<file path="src/rtl/sio_pkg.sv">
package sio_pkg;
  localparam int unsigned SIO_DW = 8;

  typedef struct packed {
    logic lead;
    logic trail;
  } sio_edge_t;
endpackage

</file>
<file path="src/rtl/sio_sck_gen.sv">
module sio_sck_gen
  import sio_pkg::*;
#(
  parameter int unsigned CLK_DIV = 4
) (
  input  logic      clk_i,
  input  logic      rst_ni,
  input  logic      ext_sel_i,
  input  logic      run_i,
  input  logic      sck_i,
  output logic      sck_o,
  output sio_edge_t edge_o
);
  localparam int unsigned DIVW = (CLK_DIV > 1) ? $clog2(CLK_DIV) : 1;

  logic [DIVW-1:0] div_q;
  logic            sck_q;
  logic [2:0]      sync_q;
  logic            tick;

  assign tick = run_i && !ext_sel_i && (div_q == DIVW'(CLK_DIV - 1));

  always_ff @(posedge clk_i or negedge rst_ni) begin
    if (!rst_ni) begin
      div_q  <= '0;
      sck_q  <= 1'b1;
      sync_q <= 3'b111;
    end else begin
      sync_q <= {sync_q[1:0], sck_i};
      if (!run_i || ext_sel_i) begin
        div_q <= '0;
        sck_q <= 1'b1;
      end else if (tick) begin
        div_q <= '0;
        sck_q <= ~sck_q;
      end else begin
        div_q <= div_q + 1'b1;
      end
    end
  end

  always_comb begin
    if (ext_sel_i) begin
      edge_o.lead  = run_i && sync_q[2] && !sync_q[1];
      edge_o.trail = run_i && !sync_q[2] && sync_q[1];
    end else begin
      edge_o.lead  = tick && sck_q;
      edge_o.trail = tick && !sck_q;
    end
  end

  assign sck_o = sck_q;
endmodule

</file>
<file path="src/rtl/sio_shift.sv">
module sio_shift #(
  parameter int unsigned DW = 8
) (
  input  logic          clk_i,
  input  logic          rst_ni,
  input  logic          clear_i,
  input  logic          lead_i,
  input  logic          trail_i,
  input  logic [DW-1:0] tx_word_i,
  input  logic          sd_i,
  output logic          sd_o,
  output logic          in_word_o,
  output logic          word_done_o,
  output logic [DW-1:0] rx_word_o
);
  localparam int unsigned BCW = $clog2(DW);

  logic [BCW-1:0] bit_q;
  logic [DW-1:0]  sh_q;
  logic           sd_q;
  logic           in_q;

  assign word_done_o = trail_i && in_q && (bit_q == BCW'(DW - 1));
  assign rx_word_o   = {sh_q[DW-2:0], sd_i};

  always_ff @(posedge clk_i or negedge rst_ni) begin
    if (!rst_ni) begin
      bit_q <= '0;
      sh_q  <= '0;
      sd_q  <= 1'b1;
      in_q  <= 1'b0;
    end else if (clear_i) begin
      bit_q <= '0;
      in_q  <= 1'b0;
    end else begin
      if (lead_i) begin
        if (!in_q) begin
          sh_q <= tx_word_i;
          sd_q <= tx_word_i[DW-1];
          in_q <= 1'b1;
        end else begin
          sd_q <= sh_q[DW-1];
        end
      end
      if (trail_i && in_q) begin
        sh_q <= {sh_q[DW-2:0], sd_i};
        if (bit_q == BCW'(DW - 1)) begin
          bit_q <= '0;
          in_q  <= 1'b0;
        end else begin
          bit_q <= bit_q + 1'b1;
        end
      end
    end
  end

  assign sd_o      = sd_q;
  assign in_word_o = in_q;
endmodule

</file>
<file path="src/rtl/sio_xcvr.sv">
module sio_xcvr
  import sio_pkg::*;
#(
  parameter int unsigned NUM_WORDS = 8,
  parameter int unsigned CLK_DIV   = 4
) (
  input  logic                                clk_i,
  input  logic                                rst_ni,
  input  logic [$clog2(NUM_WORDS):0]          bus_addr_i,
  input  logic                                bus_we_i,
  input  logic [SIO_DW-1:0]                   bus_wdata_i,
  output logic [SIO_DW-1:0]                   bus_rdata_o,
  input  logic                                sck_i,
  output logic                                sck_o,
  input  logic                                sd_i,
  output logic                                sd_o,
  output logic                                irq_o
);
  localparam int unsigned CW      = $clog2(NUM_WORDS);
  localparam int unsigned AW      = CW + 1;
  localparam int unsigned START_B = CW;
  localparam int unsigned INH_B   = CW + 1;
  localparam int unsigned EXT_B   = CW + 2;
  localparam int unsigned BUSY_B  = CW + 3;

  logic [SIO_DW-1:0] buf_q [NUM_WORDS];
  logic [CW-1:0]     idx_q, words_q;
  logic              start_q, inh_q, ext_q, busy_q, wait_q, irq_q;
  logic              wr_buf, wr_ctrl, inh_req, run;
  logic              in_word, word_done, last_word, lead_ev;
  logic [SIO_DW-1:0] rx_word, tx_word;
  sio_edge_t         edge_s;

  assign wr_buf    = bus_we_i && (bus_addr_i < AW'(NUM_WORDS));
  assign wr_ctrl   = bus_we_i && (bus_addr_i == AW'(NUM_WORDS));
  assign inh_req   = wr_ctrl && bus_wdata_i[INH_B];
  assign run       = busy_q && !wait_q && (start_q || in_word);
  assign tx_word   = buf_q[idx_q];
  assign last_word = word_done && (idx_q == words_q);
  assign lead_ev   = edge_s.lead;

  sio_sck_gen #(.CLK_DIV(CLK_DIV)) i_sck_gen (
    .clk_i    (clk_i),
    .rst_ni   (rst_ni),
    .ext_sel_i(ext_q),
    .run_i    (run),
    .sck_i    (sck_i),
    .sck_o    (sck_o),
    .edge_o   (edge_s)
  );

  sio_shift #(.DW(SIO_DW)) i_shift (
    .clk_i      (clk_i),
    .rst_ni     (rst_ni),
    .clear_i    (!busy_q),
    .lead_i     (edge_s.lead),
    .trail_i    (edge_s.trail),
    .tx_word_i  (tx_word),
    .sd_i       (sd_i),
    .sd_o       (sd_o),
    .in_word_o  (in_word),
    .word_done_o(word_done),
    .rx_word_o  (rx_word)
  );

  for (genvar g = 0; g < NUM_WORDS; g++) begin : g_slot
    always_ff @(posedge clk_i or negedge rst_ni) begin
      if (!rst_ni) begin
        buf_q[g] <= '0;
      end else if (wr_buf && bus_addr_i[CW-1:0] == CW'(g)) begin
        buf_q[g] <= bus_wdata_i;
      end else if (word_done && idx_q == CW'(g)) begin
        buf_q[g] <= rx_word;
      end
    end
  end

  always_ff @(posedge clk_i or negedge rst_ni) begin
    if (!rst_ni) begin
      start_q <= 1'b0;
      inh_q   <= 1'b0;
      ext_q   <= 1'b0;
      words_q <= '0;
    end else if (wr_ctrl) begin
      start_q <= bus_wdata_i[START_B];
      inh_q   <= bus_wdata_i[INH_B];
      if (!start_q && !busy_q) begin
        words_q <= bus_wdata_i[CW-1:0];
        ext_q   <= bus_wdata_i[EXT_B];
      end
    end
  end

  always_ff @(posedge clk_i or negedge rst_ni) begin
    if (!rst_ni) begin
      busy_q <= 1'b0;
      wait_q <= 1'b0;
      idx_q  <= '0;
      irq_q  <= 1'b0;
    end else begin
      irq_q <= last_word;
      if (inh_req) begin
        busy_q <= 1'b0;
        wait_q <= 1'b0;
      end else if (!busy_q) begin
        if (wr_ctrl && bus_wdata_i[START_B]) begin
          busy_q <= 1'b1;
          wait_q <= 1'b0;
          idx_q  <= '0;
        end
      end else if (word_done) begin
        idx_q <= last_word ? '0 : idx_q + 1'b1;
        if (last_word && start_q && !ext_q) wait_q <= 1'b1;
      end else if (!start_q && !in_word) begin
        busy_q <= 1'b0;
        wait_q <= 1'b0;
      end else if (wait_q && wr_buf) begin
        wait_q <= 1'b0;
      end
    end
  end

  always_comb begin
    bus_rdata_o = '0;
    if (bus_addr_i < AW'(NUM_WORDS)) begin
      bus_rdata_o = buf_q[bus_addr_i[CW-1:0]];
    end else if (bus_addr_i == AW'(NUM_WORDS)) begin
      bus_rdata_o[CW-1:0] = words_q;
      bus_rdata_o[START_B] = start_q;
      bus_rdata_o[INH_B]   = inh_q;
      bus_rdata_o[EXT_B]   = ext_q;
      bus_rdata_o[BUSY_B]  = busy_q;
    end
  end

  assign irq_o = irq_q;
endmodule

</file>
<file path="config.mk">
export PLATFORM = sky130hd
export DESIGN_NAME = sio_xcvr
export DESIGN_NICKNAME = d
export VERILOG_FILES = /design/src/rtl/sio_pkg.sv /design/src/rtl/sio_sck_gen.sv /design/src/rtl/sio_shift.sv /design/src/rtl/sio_xcvr.sv
export SDC_FILE = /design/constraint.sdc
export NUM_CORES = 1
export LEC_CHECK = 0
export ABC_CLOCK_PERIOD_IN_PS = 4700
export CORE_UTILIZATION = 50
export DETAILED_ROUTE_END_ITERATION = 12
export DONT_BUFFER_PORTS = 1
export HOLD_SLACK_MARGIN = 0.02
export PLACE_DENSITY = 0.63
export SLEW_MARGIN = 20
export SYNTH_ARGS = -nofsm -noshare
export SYNTH_HDL_FRONTEND = slang
export SYNTH_SLANG_ARGS = --single-unit
</file>
<file path="constraint.sdc">
create_clock -name clk_i -period 4.7 [get_ports clk_i]
set_input_delay 0.235 -clock clk_i [delete_from_list [all_inputs] [get_ports clk_i]]
set_output_delay 0.235 -clock clk_i [all_outputs]
set_load 0.1 [all_outputs]
</file>
# Word level (Yosys, flattened, before mapping)
# Cells that the tools add are included.
[word_totals] regBits=95 in_bits=17 output_inout_bits=11 elab_cells=181
[classes] add_sub_neg=3 n_lt_le_gt_ge=3 n_eq_ne=23 muxes=57 n_bitwise=4 reduce_logical=68
[op_table] operator="$mux W8" count=23
[op_table] operator="$bmux W8 S3" count=2
[op_table] operator="$logic_and A1 B1 Y1" count=38
[op_table] operator="$eq A3 B3 Y1 const B" count=9
[op_table] operator="$reduce_bool A2 Y1" count=11
[op_table] operator="$mux W3" count=7
[op_table] operator="$mux W1" count=20
[op_table] operator="$mux W7" count=2
[op_table] operator="$eq A3 B2 Y1 const B" count=4
[op_table] operator="$logic_not A1 Y1" count=9
[op_table] operator="$reduce_and A3 Y1" count=3
[op_table] operator="$ge A4 B4 Y1 const B" count=2
[op_table] operator="$not A3 Y4" count=2
[op_table] operator="$add A3 B1 Y3 const B" count=2
[op_table] operator="$eq A3 B1 Y1 const B" count=2
[op_table] operator="$logic_not A3 Y1" count=2
[op_table] operator="$mux W2" count=3
[op_table] operator="$ne A5 B1 Y1 const B" count=1
[op_table] operator="$eq A4 B4 Y1 const B" count=1
[op_table] operator="$lt A4 B4 Y1 const B" count=1
[op_table] operator="$ne A2 B1 Y1 const B" count=2
[op_table] operator="$ne A4 B3 Y1 const B" count=1
[op_table] operator="$reduce_and A2 Y1" count=2
[op_table] operator="$eq A3 B3 Y1" count=1
[op_table] operator="other kinds (6)" count=8

# Longest topological paths before layout
# Gate-level depths: netlist of run 1.
[logic_depth] word_depth=16 ltp_mapped=8 depth_no_buf=6

# Cells and area by module
# From an unflattened synthesis of run 1, not the netlist that was laid out.
[hier_totals] cells_unflattened=532 area_unflattened_um2=5770.5
[by_module_without_submodules] mod="sio_xcvr" n_inst=1 cells_each=454 area_per_inst_um2=4770.8 seq_area_each_um2=1901.8
[by_module_without_submodules] mod="sio_shift" n_inst=1 cells_each=59 area_per_inst_um2=733.2 seq_area_each_um2=326.6
[by_module_without_submodules] mod="sio_sck_gen" n_inst=1 cells_each=19 area_per_inst_um2=266.5 seq_area_each_um2=155.1

# Worst setup path after synthesis of run 1
# No wires, ideal clock.
[synth_path] kind="input port to output port" start="input port bus_addr_i[0]" end="output port bus_rdata_o[0]" arrival_ns=3.195 required_ns=4.465 slack_ns=1.270 path_stages=4 n_path_buf=1 path_cell_list="buf_1 mux4_2 mux2i_1 o21ai_0"
[synth_between] elab_chain_cells=5 elab_cells_between_ends=8 classes_between="order compare: 1; eq/ne: 1; mux: 5; bitwise: 1"
[synth_rtl] item="start: declaration" line="sio_xcvr.sv:9" source="input logic [$clog2(NUM_WORDS):0] bus_addr_i,"
[synth_rtl] item="$not A3 Y4 (not written as such)" line="sio_xcvr.sv:126" source="bus_rdata_o = buf_q[bus_addr_i[CW-1:0]];"
[synth_rtl] item="$bmux W8 S3" line="sio_xcvr.sv:126"
[synth_rtl] item="$mux W8 (not written as such) (2 in series)" line="sio_xcvr.sv:126"
[synth_rtl] item="$mux W7 (*)" line="sio_xcvr.sv:125" source="if (bus_addr_i < AW'(NUM_WORDS)) begin"
[synth_rtl] item="end: declaration" line="sio_xcvr.sv:12" source="output logic [SIO_DW-1:0] bus_rdata_o,"
# Mark *: on every way between the ends. The rest lies on a longest branch, timed or not. The select of a mux whose other input is x is not followed.

# Final worst setup path of run 1
[layout_path] start="register i_sck_gen.sck_q (netlist: i_sck_gen.sck_o)" end="register i_shift.sh_q[2]"
[layout_between] elab_chain_cells=6 elab_cells_between_ends=9 classes_between="eq/ne: 1; mux: 2; reduce/logical: 6"
[layout_rtl] item="start: declaration" line="sio_sck_gen.sv:17" source="logic sck_q;"
[layout_rtl] item="start signal: assignment" line="sio_sck_gen.sv:35" source="sck_q <= ~sck_q;"
[layout_rtl] item="$logic_not A1 Y1" line="sio_sck_gen.sv:48" source="edge_o.trail = tick && !sck_q;"
[layout_rtl] item="$logic_and A1 B1 Y1" line="sio_sck_gen.sv:48"
[layout_rtl] item="$mux W2 (*)" line="sio_sck_gen.sv:43" source="if (ext_sel_i) begin"
[layout_rtl] item="$logic_and A1 B1 Y1" line="sio_shift.sv:45" source="if (trail_i && in_q) begin"
[layout_rtl] item="$ne A2 B2 Y1 (no source line) or $reduce_bool A2 Y1 (tied branches)"
[layout_rtl] item="$reduce_and A3 Y1 (no source line)"
[layout_rtl] item="end signal: assignment" line="sio_shift.sv:38" source="sh_q <= tx_word_i;"
[layout_rtl] item="end signal: assignment" line="sio_shift.sv:46" source="sh_q <= {sh_q[DW-2:0], sd_i};"
[layout_rtl] item="end: declaration" line="sio_shift.sv:19" source="logic [DW-1:0] sh_q;"
# Mark *: on every way between the ends. The rest lies on a longest branch, timed or not.
# A chain may end at the register's enable or synchronous reset.

==> results of run 1 <==
## cells in the mapped netlist, types with 2 or more instances
| library cell | count |
|---|---|
| nand4_1 | 2 |
| mux2i_1 | 75 |
| mux2_2 | 15 |
| nand3_1 | 7 |
| nor3b_1 | 2 |
| dfstp_2 | 5 |
| or3_1 | 3 |
| a2111oi_4 | 4 |
| buf_1 | 22 |
| o2bb2ai_1 | 2 |
| a21boi_0 | 3 |
| ha_1 | 9 |
| nor2b_1 | 5 |
| or2_2 | 2 |
| a31oi_1 | 7 |
| xnor2_1 | 3 |
| a21oi_1 | 52 |
| nor2_1 | 69 |
| clkbuf_1 | 18 |
| inv_1 | 4 |
| nand2_1 | 40 |
| nand3b_1 | 7 |
| o211ai_2 | 2 |
| and4b_1 | 2 |
| dfrtp_1 | 90 |
| nor4_1 | 2 |
| a21oi_2 | 8 |
| mux4_2 | 32 |
| o21ai_0 | 19 |
| buf_2 | 4 |
## metrics by stage
stage / instance area (um^2) / setup WS, ns / power [mW] / std cells / hold WS [ns]
after floorplan: 5760 / 1.27 / 1.54 / 532 / -0.0606
after global placement: 5800 / 1.77 / 1.62 / 628 / -0.0579
after detailed placement: 5810 / 1.71 / 1.65 / 628 / -0.0577
after CTS: 6230 / 1.65 / 2.41 / 655 / 0.0234
after global routing: 6230 / 1.52 / 2.50 / 655 / 0.0256
final: 6230 / 1.64 / 2.40 / 655 / 0.0297
## cell type report
class                   count  area, um^2
clock buffers              13         280
inverters                   5        18.8
flip-flops and latches     95        2380
clock inverters             3        15.0
multi-input cells         386        3220
fillers                   937        4800
well taps                 140         175
repair buffers             13         143
## cell families (layout without fill, tap and decap cells)
logic type,Yosys count,in the layout,share of synthesized area
fa+ha+maj,9,9,0.0195
buf+inv,51,34,0.0356
flops,95,95,0.414
compound gates,105,105,0.125
mux,122,122,0.285
simple gates,146,146,0.115
xor+xnor,4,4,0.00608
## flip-flops by register name, summed over array words and instances (netlist names), 2 cells and up
signal / flops
buf_q: 64
i_shift.sh_q: 8
i_sck_gen.sync_q: 3
i_shift.bit_q: 3
idx_q: 3
words_q: 3
i_sck_gen.div_q: 2
## worst max-delay path by stage
stage	endpoint	from	depth (start not counted)	slack, ns
after floorplan	bus_rdata_o[0]	bus_addr_i[0]	4	1.27
after global placement	i_shift.sh_q[1]	i_sck_gen.sck_o	4	1.77
after detailed placement	i_shift.sh_q[0]	i_sck_gen.sck_o	4	1.71
after CTS	i_shift.sh_q[0]	i_sck_gen.sck_o	4	1.65
after global routing	i_shift.sh_q[4]	i_sck_gen.sck_o	4	1.52
final	i_shift.sh_q[2]	i_sck_gen.sck_o	4	1.64
## routing by layer
metal	track usage	share of wire
met5	0	0
met4	0.128	0.027
met3	0.0415	0.046
met2	0.447	0.48
met1	0.388	0.44
## repair_timing
action	in CTS	in global routing
hold buffers	11	0
hold endpoints to repair	104	0
resized for setup	0	0
## placed cells by master, fill, tap and decap left out, types with 4 or more instances in the layout
cell type | synthesis | routed
a2111oi_4 | 4 | 4
a21oi_1 | 52 | 52
a21oi_2 | 8 | 8
a31oi_1 | 7 | 7
clkbuf_16 | 0 | 9
clkbuf_8 | 0 | 4
dfrtp_1 | 90 | 89
dfstp_2 | 5 | 5
dlygate4sd3_1 | 0 | 10
ha_1 | 9 | 9
inv_1 | 4 | 4
mux2_2 | 15 | 15
mux2i_1 | 75 | 75
mux4_2 | 32 | 32
nand2_1 | 40 | 40
nand3_1 | 7 | 7
nand3b_1 | 7 | 7
nor2_1 | 69 | 68
nor2b_1 | 5 | 5
o21ai_0 | 19 | 12
o21ai_2 | 0 | 7
## worst max-delay path, stage by stage (launching register included)
cell and delay [ns]:
dfstp_2 0.90, or3b_1 0.57, a21oi_1 0.26, nor2_1 0.79, mux2_2 0.41
## power by group through the flow
stage          clock [mW]  combinational [mW]  sequential [mW]
2_1_floorplan           0               0.495             1.04
4_1_cts             0.747               0.546             1.11
6_report            0.738               0.543             1.11
3_3_place_gp            0               0.505             1.12
3_5_place_dp            0               0.519             1.13
5_1_grt             0.775               0.587             1.13
==> metrics.md, run 1 <==
| Metric | Value |
|---|---|
| Initial antenna violation count | `0` |
| Worst Path Arrival | `roughly 3.3 ns` |
| Hold_sp | `bus_wdata_i[5]` |
| GRT Total Usage | `0.283` |
| CTS Buf Count | `9` |
| CP max FO | `8` |
| Die H | `109 um` |
| Share of flip-flops with an asynchronous set or reset | `1.00` |
| Ys flop type | `dfrtp_1` |
| Setup Buffers After CTS | `0` |
| Max clock buf depth | `2` |
| R2r startpoint | `i_sck_gen.sck_o` |
| Run status | `finished clean` |
| Die X | `109 um` |
| R2R cell count | `4` |
| Worst Hold Depth | `1` |
| Area share of the largest cell type after synthesis | `0.391` |
| 1st-pass router iterations | `7` |
| Crit share post-route | `0.650` |
| Fraction of layout instances using a drive strength above 1 | `0.200` |
| Final Util | `0.565` |
| Mapped Cells | `about 530` |
| Synth area leader | `dfrtp_1` |
| First-pass GRT wire length | `between 20 and 25 mm` |
| IO Port Bufs | `0` |
| DRC | `0` |
| RSZ-0062 raised after global routing | `no` |
| CTS tree | `built` |
| Final hold violation count | `0` |
| Total leakage power | `approximately 2.5 nW` |
| CTS Sinks | `between 90 and 100` |
| Worst slew margin relative to its limit | `0.244` |
| GP Congestion | `between 0.8 and 0.9` |
| DRC marker count from the first detailed-route iteration | `just over 300` |
| Congestion Overflow GR | `0` |
| Pins over their slew limit | `0` |
| Root buffer cell | `clkbuf_16` |
| Worst R2R End | `i_shift.sh_q[2]` |
| CP startpoint kind | `register` |
| Largest net degree at the start of global routing | `96` |
| Setup TNS | `0 ns` |
| CP Class | `register to register` |
| Mapped Nets | `approximately 560` |
| Worst-Margin Slew | `1.13 ns` |
| Final setup violating endpoints | `0` |
| Flop pwr share | `0.465` |
| Number of global-route vias before repair | `between 4k and 5k` |
| Net Sw Power | `761 uW` |
| Initial Util | `0.522` |
| Clock Skew | `0.00773 ns` |
| Worst hold path type | `input port to register` |
| Worst-Skew Late Latency | `0.36 ns` |
| Via count | `roughly 4k` |
| NumNets Final | `about 540` |
| Reg2reg setup slack | `~1.6 ns` |
| Worst Hold Path EP | `ext_q` |
| Final min period | `a little over 3 ns` |
| CP endpoint kind | `register` |
| Number of flops mapped to enable cells by yosys | `0` |
| Clock Power Share | `0.308` |
| Die area | `0.0120 mm^2` |
| Row cnt | `38` |
| Max-Cap Viols | `0` |
| Number of vias per cell | `a little over 6` |
| DPL Wire Length | `9.97 mm` |
| Mean Syn Cell Area | `10.8 um^2` |
| CP required | `4.94 ns` |
| Area of the core | `roughly 0.011 mm^2` |
| Worst IR Drop VDD | `229 uV` |
| Routed WL | `around 16 mm` |
| Fmax | `0.327 GHz` |
| Yosys cell types | `47` |
| Cell Int Power | `between 1.5 and 2 mW` |
| Drt wl/cell | `~24 um` |
| YS warnings | `0` |
| P per Cell Area | `384 mW/mm^2` |
| Seq/Total Area, Yosys | `0.414` |
| Register bit count reported by yosys | `95` |
| DRT antenna net count | `0` |
| Top post-synthesis cells by area | `dfrtp_1 (39%), mux2i_1 (13%), mux4_2 (13%), a21oi_1 (4.5%), nor2_1 (4.5%)` |
| Comb pwr share | `0.226` |
| Post-synthesis cell area | `slightly below 0.006 mm^2` |
| IO Count | `28` |
| Clk pin slew, worst setup/hold paths | `0.07 ns` |
| Area Growth Syn to Fin | `8.16%` |
| H-tree lvl count | `3` |
| Ant. Diodes | `0` |
| Switch share | `0.318` |
No activity file was read; power rests on OpenSTA's default activity.
==> run 2, diff against run 1 <==
ABC_CLOCK_PERIOD_IN_PS = 2800   (was 4700)
PLACE_DENSITY = 0.66   (was 0.63)
clock period = 2.8 ns   (was 4.7 ns; I/O delays follow)
==> run 2 against run 1 <==
Compared with the run above: first-iteration DRC count grew 6.6%; clock skew grew 0.0025 ns; power grew 82%; sequential cell count is the same; die area is the same; clock power grew 100%; routed wire length grew 2.9%; sequential share of layout area shrank 2.0 points; hold slack lost 0.0044 ns; maximum frequency grew 18%; setup slack lost 1.4 ns; utilization grew 3.1 points; largest cell class unchanged.
==> metrics.md, run 2 (synthesis results as in run 1) <==
| Metric | Value |
|---|---|
| Max-Cap Viols | `0 (unchanged)` |
| Setup TNS | `0 ns (unchanged)` |
| IO Count | `28 (unchanged)` |
| CTS Buf Count | `9 (unchanged)` |
| Biggest regs | `buf_q: 64 flops, i_shift.sh_q: 8 flops` |
| IO Port Bufs | `0 (unchanged)` |
| CTS resizes | `0 (unchanged)` |
| Final setup violating endpoints | `0 (unchanged)` |
| Final min period | `2.59 ns (-0.463 ns)` |
| Reg2reg setup slack | `0.21 ns (-1.44 ns)` |
| CP endpoint kind | `register` |
| Initial Util | `0.522 (unchanged)` |
| Largest net degree at the start of global routing | `96 (unchanged)` |
| Drt wl/cell | `23.1 um (-2.5%)` |
| Die area | `0.0120 mm^2 (unchanged)` |
| Max clock buf depth | `2 (unchanged)` |
| Pins over their slew limit | `0 (unchanged)` |
| P per Cell Area | `663 mW/mm^2 (+73%)` |
| Fmax | `0.385 GHz (+18%)` |
| Most frequent cells in the layout | `dfrtp_1 (90), mux2i_1 (75), nor2_1 (68)` |
| Ant. Diodes | `0 (unchanged)` |
| DPL Wire Length | `10.2 mm (+2.4%)` |
| GP Congestion | `0.797 (-2.9%)` |
| Placed insts | `660 (+5.1%)` |
| Row cnt | `38 (unchanged)` |
| CTS Sinks | `95 (unchanged)` |
| CP Class | `register to register` |
| CP startpoint kind | `register` |
| Origin of the worst setup path | `i_shift.bit_q[0]` |
| H-tree lvl count | `3 (unchanged)` |
| Initial antenna violation count | `0 (unchanged)` |
| Area Growth Syn to Fin | `14.0%` |
| Number of global-route vias before repair | `4323 (+7.3%)` |
| CTS tree | `built` |
| Worst-Margin Slew | `0.976 ns (-0.158 ns)` |
| Power, Total | `4.36 mW (+82%)` |
| DRT antenna net count | `0 (unchanged)` |
| Area of the core | `0.0110 mm^2 (unchanged)` |
| Die X | `109 um (unchanged)` |
| CP required | `3.03 ns (-1.91 ns)` |
| Total leakage power | `2.70 nW (+8.1%)` |
| Clock Skew | `0.0102 ns (+0.00251 ns)` |
| Max reg flops | `64 (unchanged)` |
| Fraction of layout instances using a drive strength above 1 | `0.243 (+0.0432)` |
| Worst-Skew Late Latency | `0.36 ns (about the same)` |
| NumNets Final | `572 (+6.7%)` |
| Worst IR Drop VDD | `463 uV (+100%)` |
| Worst R2R End | `buf_q[16]` |
| DRC | `0 (unchanged)` |
| Root buffer cell | `clkbuf_16` |
| Reg with most FFs | `buf_q` |
| Hold slack | `0.0252 ns (-0.00440 ns)` |
| 1st-pass router iterations | `5 (-2)` |
| Final hold violation count | `0 (unchanged)` |
| GRT Total Usage | `0.294 (+0.0111)` |
| Clk pin slew, worst setup/hold paths | `0.07 ns (about the same)` |
| Via count | `4281 (+5.6%)` |
| DRC marker count from the first detailed-route iteration | `325 (+6.6%)` |
| Number of vias per cell | `6.20 (+0.12%)` |
| Worst hold path type | `input port to register` |
| Worst Path Arrival | `2.83 ns (-0.47 ns)` |
| R2r startpoint | `i_shift.bit_q[0]` |
| Worst slew margin relative to its limit | `0.348 (+0.104)` |
| Crit share post-route | `0.927 (+0.276)` |
| First-pass GRT wire length | `25.0 mm (+4.8%)` |
| Non-filler instance count after layout | `691 (+5.5%)` |
| R2R cell count | `8 (+4)` |
| Congestion Overflow GR | `0 (unchanged)` |
| Most common cell after layout, fill and taps aside | `dfrtp_1` |
| Run status | `finished clean` |
| Die H | `109 um (unchanged)` |
| Routed WL | `16.0 mm (+2.9%)` |
| RSZ-0062 raised after global routing | `no` |
| Critical Path Sink | `buf_q[16]` |
| CP max FO | `8 (unchanged)` |
[run 2: timing repair]
action | CTS | global route
hold buffers | 15 | 0
buffers inserted | 0 | 0
hold endpoints to repair | 167 | 0
[run 2: routing by layer]
metal	GRT usage	wire, um
met1	0.405	6870
met2	0.439	7280
met3	0.0759	1320
met4	0.128	492
met5	0	0
[run 2: power by group]
part,switching [mW],internal [mW]
clock network,0.542,0.958
logic,0.537,0.488
registers,0.226,1.61
total,1.31,3.05
[run 2: area by class of cell]
cell class | instances | area (um^2)
clock buffers | 9 | 225
clock inverters | 7 | 135
fillers | 950 | 4460
inverters | 5 | 18.8
multi-input cells | 386 | 3210
flip-flops and latches | 95 | 2380
well taps | 140 | 175
repair buffers | 49 | 423
[run 2: worst max-delay path: stages (launching register included)]
cell and delay [ns]:
dfrtp_1 0.40, ha_1 0.20, ha_1 0.29, and4b_1 0.30
o2111ai_2 0.11, buf_4 0.28, mux2i_1 0.20, o21ai_0 0.08
dlygate4sd3_1 0.59
[run 2: worst min path at each step]
| stage | start | to | slack [ns] | cells past startpoint |
|---|---|---|---|---|
| 3_3_place_gp | rst_ni | i_sck_gen.div_q[0] | -0.15 | 0 |
| 2_1_floorplan | rst_ni | buf_q[0] | -0.16 | 0 |
| 3_5_place_dp | rst_ni | i_sck_gen.div_q[0] | -0.15 | 0 |
| 5_1_grt | bus_addr_i[0] | buf_q[7] | 0.03 | 2 |
| 4_1_cts | sd_i | buf_q[8] | 0.02 | 2 |
| 6_report | sd_i | buf_q[8] | 0.03 | 2 |
[run 2: metrics by stage]
step / area (um^2) / setup slack, ns / util
2_1_floorplan: 5760 / 0.315 / -
3_3_place_gp: 6040 / 0.525 / 0.548
3_5_place_dp: 6040 / 0.380 / 0.548
4_1_cts: 6570 / 0.242 / 0.596
5_1_grt: 6570 / 0.0962 / 0.596
6_report: 6570 / 0.206 / 0.596
==> run 3, diff against run 2 <==
BUFFER_PORTS_ARGS = -buffer_cell sky130_fd_sc_hd__buf_4   (was not set)
DONT_BUFFER_PORTS = not set   (was 1)
PLACE_DENSITY = 0.68   (was 0.66)
==> run 3 against run 2 <==
Compared with the run above: register-to-register slack gained 0.22 ns; first-iteration DRC count increased by 10%; utilization is 1.1 points lower; sequential cell count is the same; critical path type unchanged; largest cell class unchanged; highest routed layer unchanged.
==> metrics.md, run 3 (synthesis results as in run 1) <==
| Metric | Value |
|---|---|
| Reg with most FFs | `buf_q` |
| Initial Util | `0.522 (unchanged)` |
| Worst hold path type | `input port to register` |
| IO Port Bufs | `27 (+27)` |
| Most common cell after layout, fill and taps aside | `dfrtp_1` |
| Drt wl/cell | `22.7 um (-1.8%)` |
| RSZ-0062 raised after global routing | `no` |
| DPL Wire Length | `10.7 mm (+4.6%)` |
| Worst-Skew Late Latency | `0.35 ns (about the same)` |
| Final hold violation count | `0 (unchanged)` |
| Crit share post-route | `0.849 (-0.0776)` |
| NumNets Final | `576 (+0.70%)` |
| Area of the core | `0.0110 mm^2 (unchanged)` |
| First-pass GRT wire length | `24.9 mm (-0.61%)` |
| Initial antenna violation count | `0 (unchanged)` |
| CP Class | `register to register` |
| CTS Buf Count | `9 (unchanged)` |
| DRT antenna net count | `0 (unchanged)` |
| Die H | `109 um (unchanged)` |
| Clock Skew | `0.00523 ns (-0.00501 ns)` |
| Fmax | `0.421 GHz (+9.1%)` |
| Final setup violating endpoints | `0 (unchanged)` |
| Final Util | `0.585 (-0.0108)` |
| Worst-Margin Slew | `1.07 ns (+0.0974 ns)` |
| Run status | `finished clean` |
| Congestion Overflow GR | `0 (unchanged)` |
| P per Cell Area | `626 mW/mm^2 (-5.5%)` |
| Post-Place Setup Slack | `0.496 ns (+0.116 ns)` |
| CTS resizes | `0 (unchanged)` |
| Root buffer cell | `clkbuf_16` |
| Setup TNS | `0 ns (unchanged)` |
| Hold slack | `0.0729 ns (+0.0476 ns)` |
| Row cnt | `38 (unchanged)` |
| GRT Total Usage | `0.291 (-0.00233)` |
| Biggest regs | `buf_q: 64 flops, i_shift.sh_q: 8 flops` |
| Max-Cap Viols | `0 (unchanged)` |
| CTS Sinks | `95 (unchanged)` |
| Power, Total | `4.04 mW (-7.2%)` |
| # fillers | `939 (-1.2%)` |
| Final min period | `2.38 ns (-0.217 ns)` |
| CP required | `3.04 ns (about the same)` |
| Total leakage power | `2.67 nW (-1.1%)` |
| Worst slew margin relative to its limit | `0.282 (-0.0656)` |
| Via count | `4410 (+3.0%)` |
| GP Congestion | `0.824 (+3.5%)` |
| Clk pin slew, worst setup/hold paths | `0.06 ns (about the same)` |
| Fraction of layout instances using a drive strength above 1 | `0.252 (+0.00906)` |
| Multi-input gate area | `0.00318 mm^2 (-0.90%)` |
| Die area | `0.0120 mm^2 (unchanged)` |
| IO Count | `28 (unchanged)` |
| Setup Buffers After CTS | `0 (unchanged)` |
| Ant. Diodes | `0 (unchanged)` |
| H-tree lvl count | `3 (unchanged)` |
| Max clock buf depth | `2 (unchanged)` |
| Number of global-route vias before repair | `4354 (+0.72%)` |
| Worst Path Arrival | `2.62 ns (-0.21 ns)` |
| Max reg flops | `64 (unchanged)` |
| Pins over their slew limit | `0 (unchanged)` |
| Routed WL | `15.8 mm (-1.3%)` |
| 1st-pass router iterations | `5 (unchanged)` |
| Final setup margin | `0.423 ns (+0.217 ns)` |
| DRC marker count from the first detailed-route iteration | `358 (+10%)` |
| CP startpoint kind | `register` |
| Most frequent cells in the layout | `dfrtp_1 (90), mux2i_1 (75), nor2_1 (69)` |
| Number of vias per cell | `6.35 (+2.4%)` |
| Die X | `109 um (unchanged)` |
| Largest net degree at the start of global routing | `55 (-43%)` |
| DRC | `0 (unchanged)` |
| Storage cell area | `0.00238 mm^2 (unchanged)` |
| Worst IR Drop VDD | `420 uV (-9.3%)` |
| Area Growth Syn to Fin | `11.9%` |
| CP max FO | `8 (unchanged)` |
| CP endpoint kind | `register` |
| CTS tree | `built` |
## run 3: changes by cell type in the layout (fill, tap and decap cells not counted)
cell,previous run,this run
o21ai_2,7,0
clkinvlp_4,0,1
o21ai_1,0,7
dlygate4sd3_1,14,2
clkbuf_8,0,2
bufinv_16,4,0
buf_12,0,1
nor2_1,68,69
buf_4,34,50
nor2_2,1,0
clkinv_2,3,2
buf_16,1,0
clkbuf_1,0,2
## run 3: through the flow
stage / area [um^2] / instances
CTS: 6450 / 695
finish: 6450 / 695
detailed placement: 6150 / 677
global route: 6450 / 695
global placement: 6150 / 677
floorplan: 5760 / 532
## run 3: report_power, final
part | switching [mW] | leakage (nW) | internal (mW)
combinational | 0.548 | 1.44 | 0.477
clock | 0.531 | 0.136 | 0.649
sequential | 0.231 | 1.09 | 1.61
total | 1.31 | 2.67 | 2.73
## run 3: layout make-up
cell class / instances / share of cell area
inverter: 5 / 0.00291
multi-input combinational: 386 / 0.493
sequential: 95 / 0.369
timing repair buffer: 53 / 0.0644
tap: 140 / 0.0272
clock buffer: 13 / 0.0403
clock inverter: 3 / 0.00272
## run 3: worst paths after layout
kind,start,endpoint,slack [ns],cells past startpoint
setup / recovery,i_sck_gen.div_q[0],i_shift.sh_q[1],0.42,5
hold / removal,bus_wdata_i[6],buf_q[22],0.07,3
setup reg to reg,i_sck_gen.div_q[0],i_shift.sh_q[1],0.42,5
hold reg to reg,i_sck_gen.sync_q[0],i_sck_gen.sync_q[1],0.36,0
max in group asynchronous,rst_ni,i_sck_gen.sync_q[2],1.77,3
min in group asynchronous,rst_ni,irq_o,0.31,2
## run 3: what timing repair did
action                                 CTS  global route
hold buffers                             2             0
endpoints found under the hold margin   40             0
setup endpoints to repair                0             0
## run 3: layer usage
layer | vias up | GRT usage | part of all wire | wire length (um)
met2 | 190 | 0.455 | 0.48 | 7550
met5 | - | 0 | 0 | 0
li1 | 1970 | - | - | -
met1 | 2217 | 0.398 | 0.42 | 6560
met3 | 33 | 0.0622 | 0.077 | 1220
met4 | 0 | 0.118 | 0.027 | 430
## run 3: worst max-delay path: stages (launching register included)
cell	delay (ns)
dfrtp_1	0.38
ha_1	0.25
or3b_1	0.20
a21oi_1	0.15
nor2_1	0.85
mux2_2	0.43
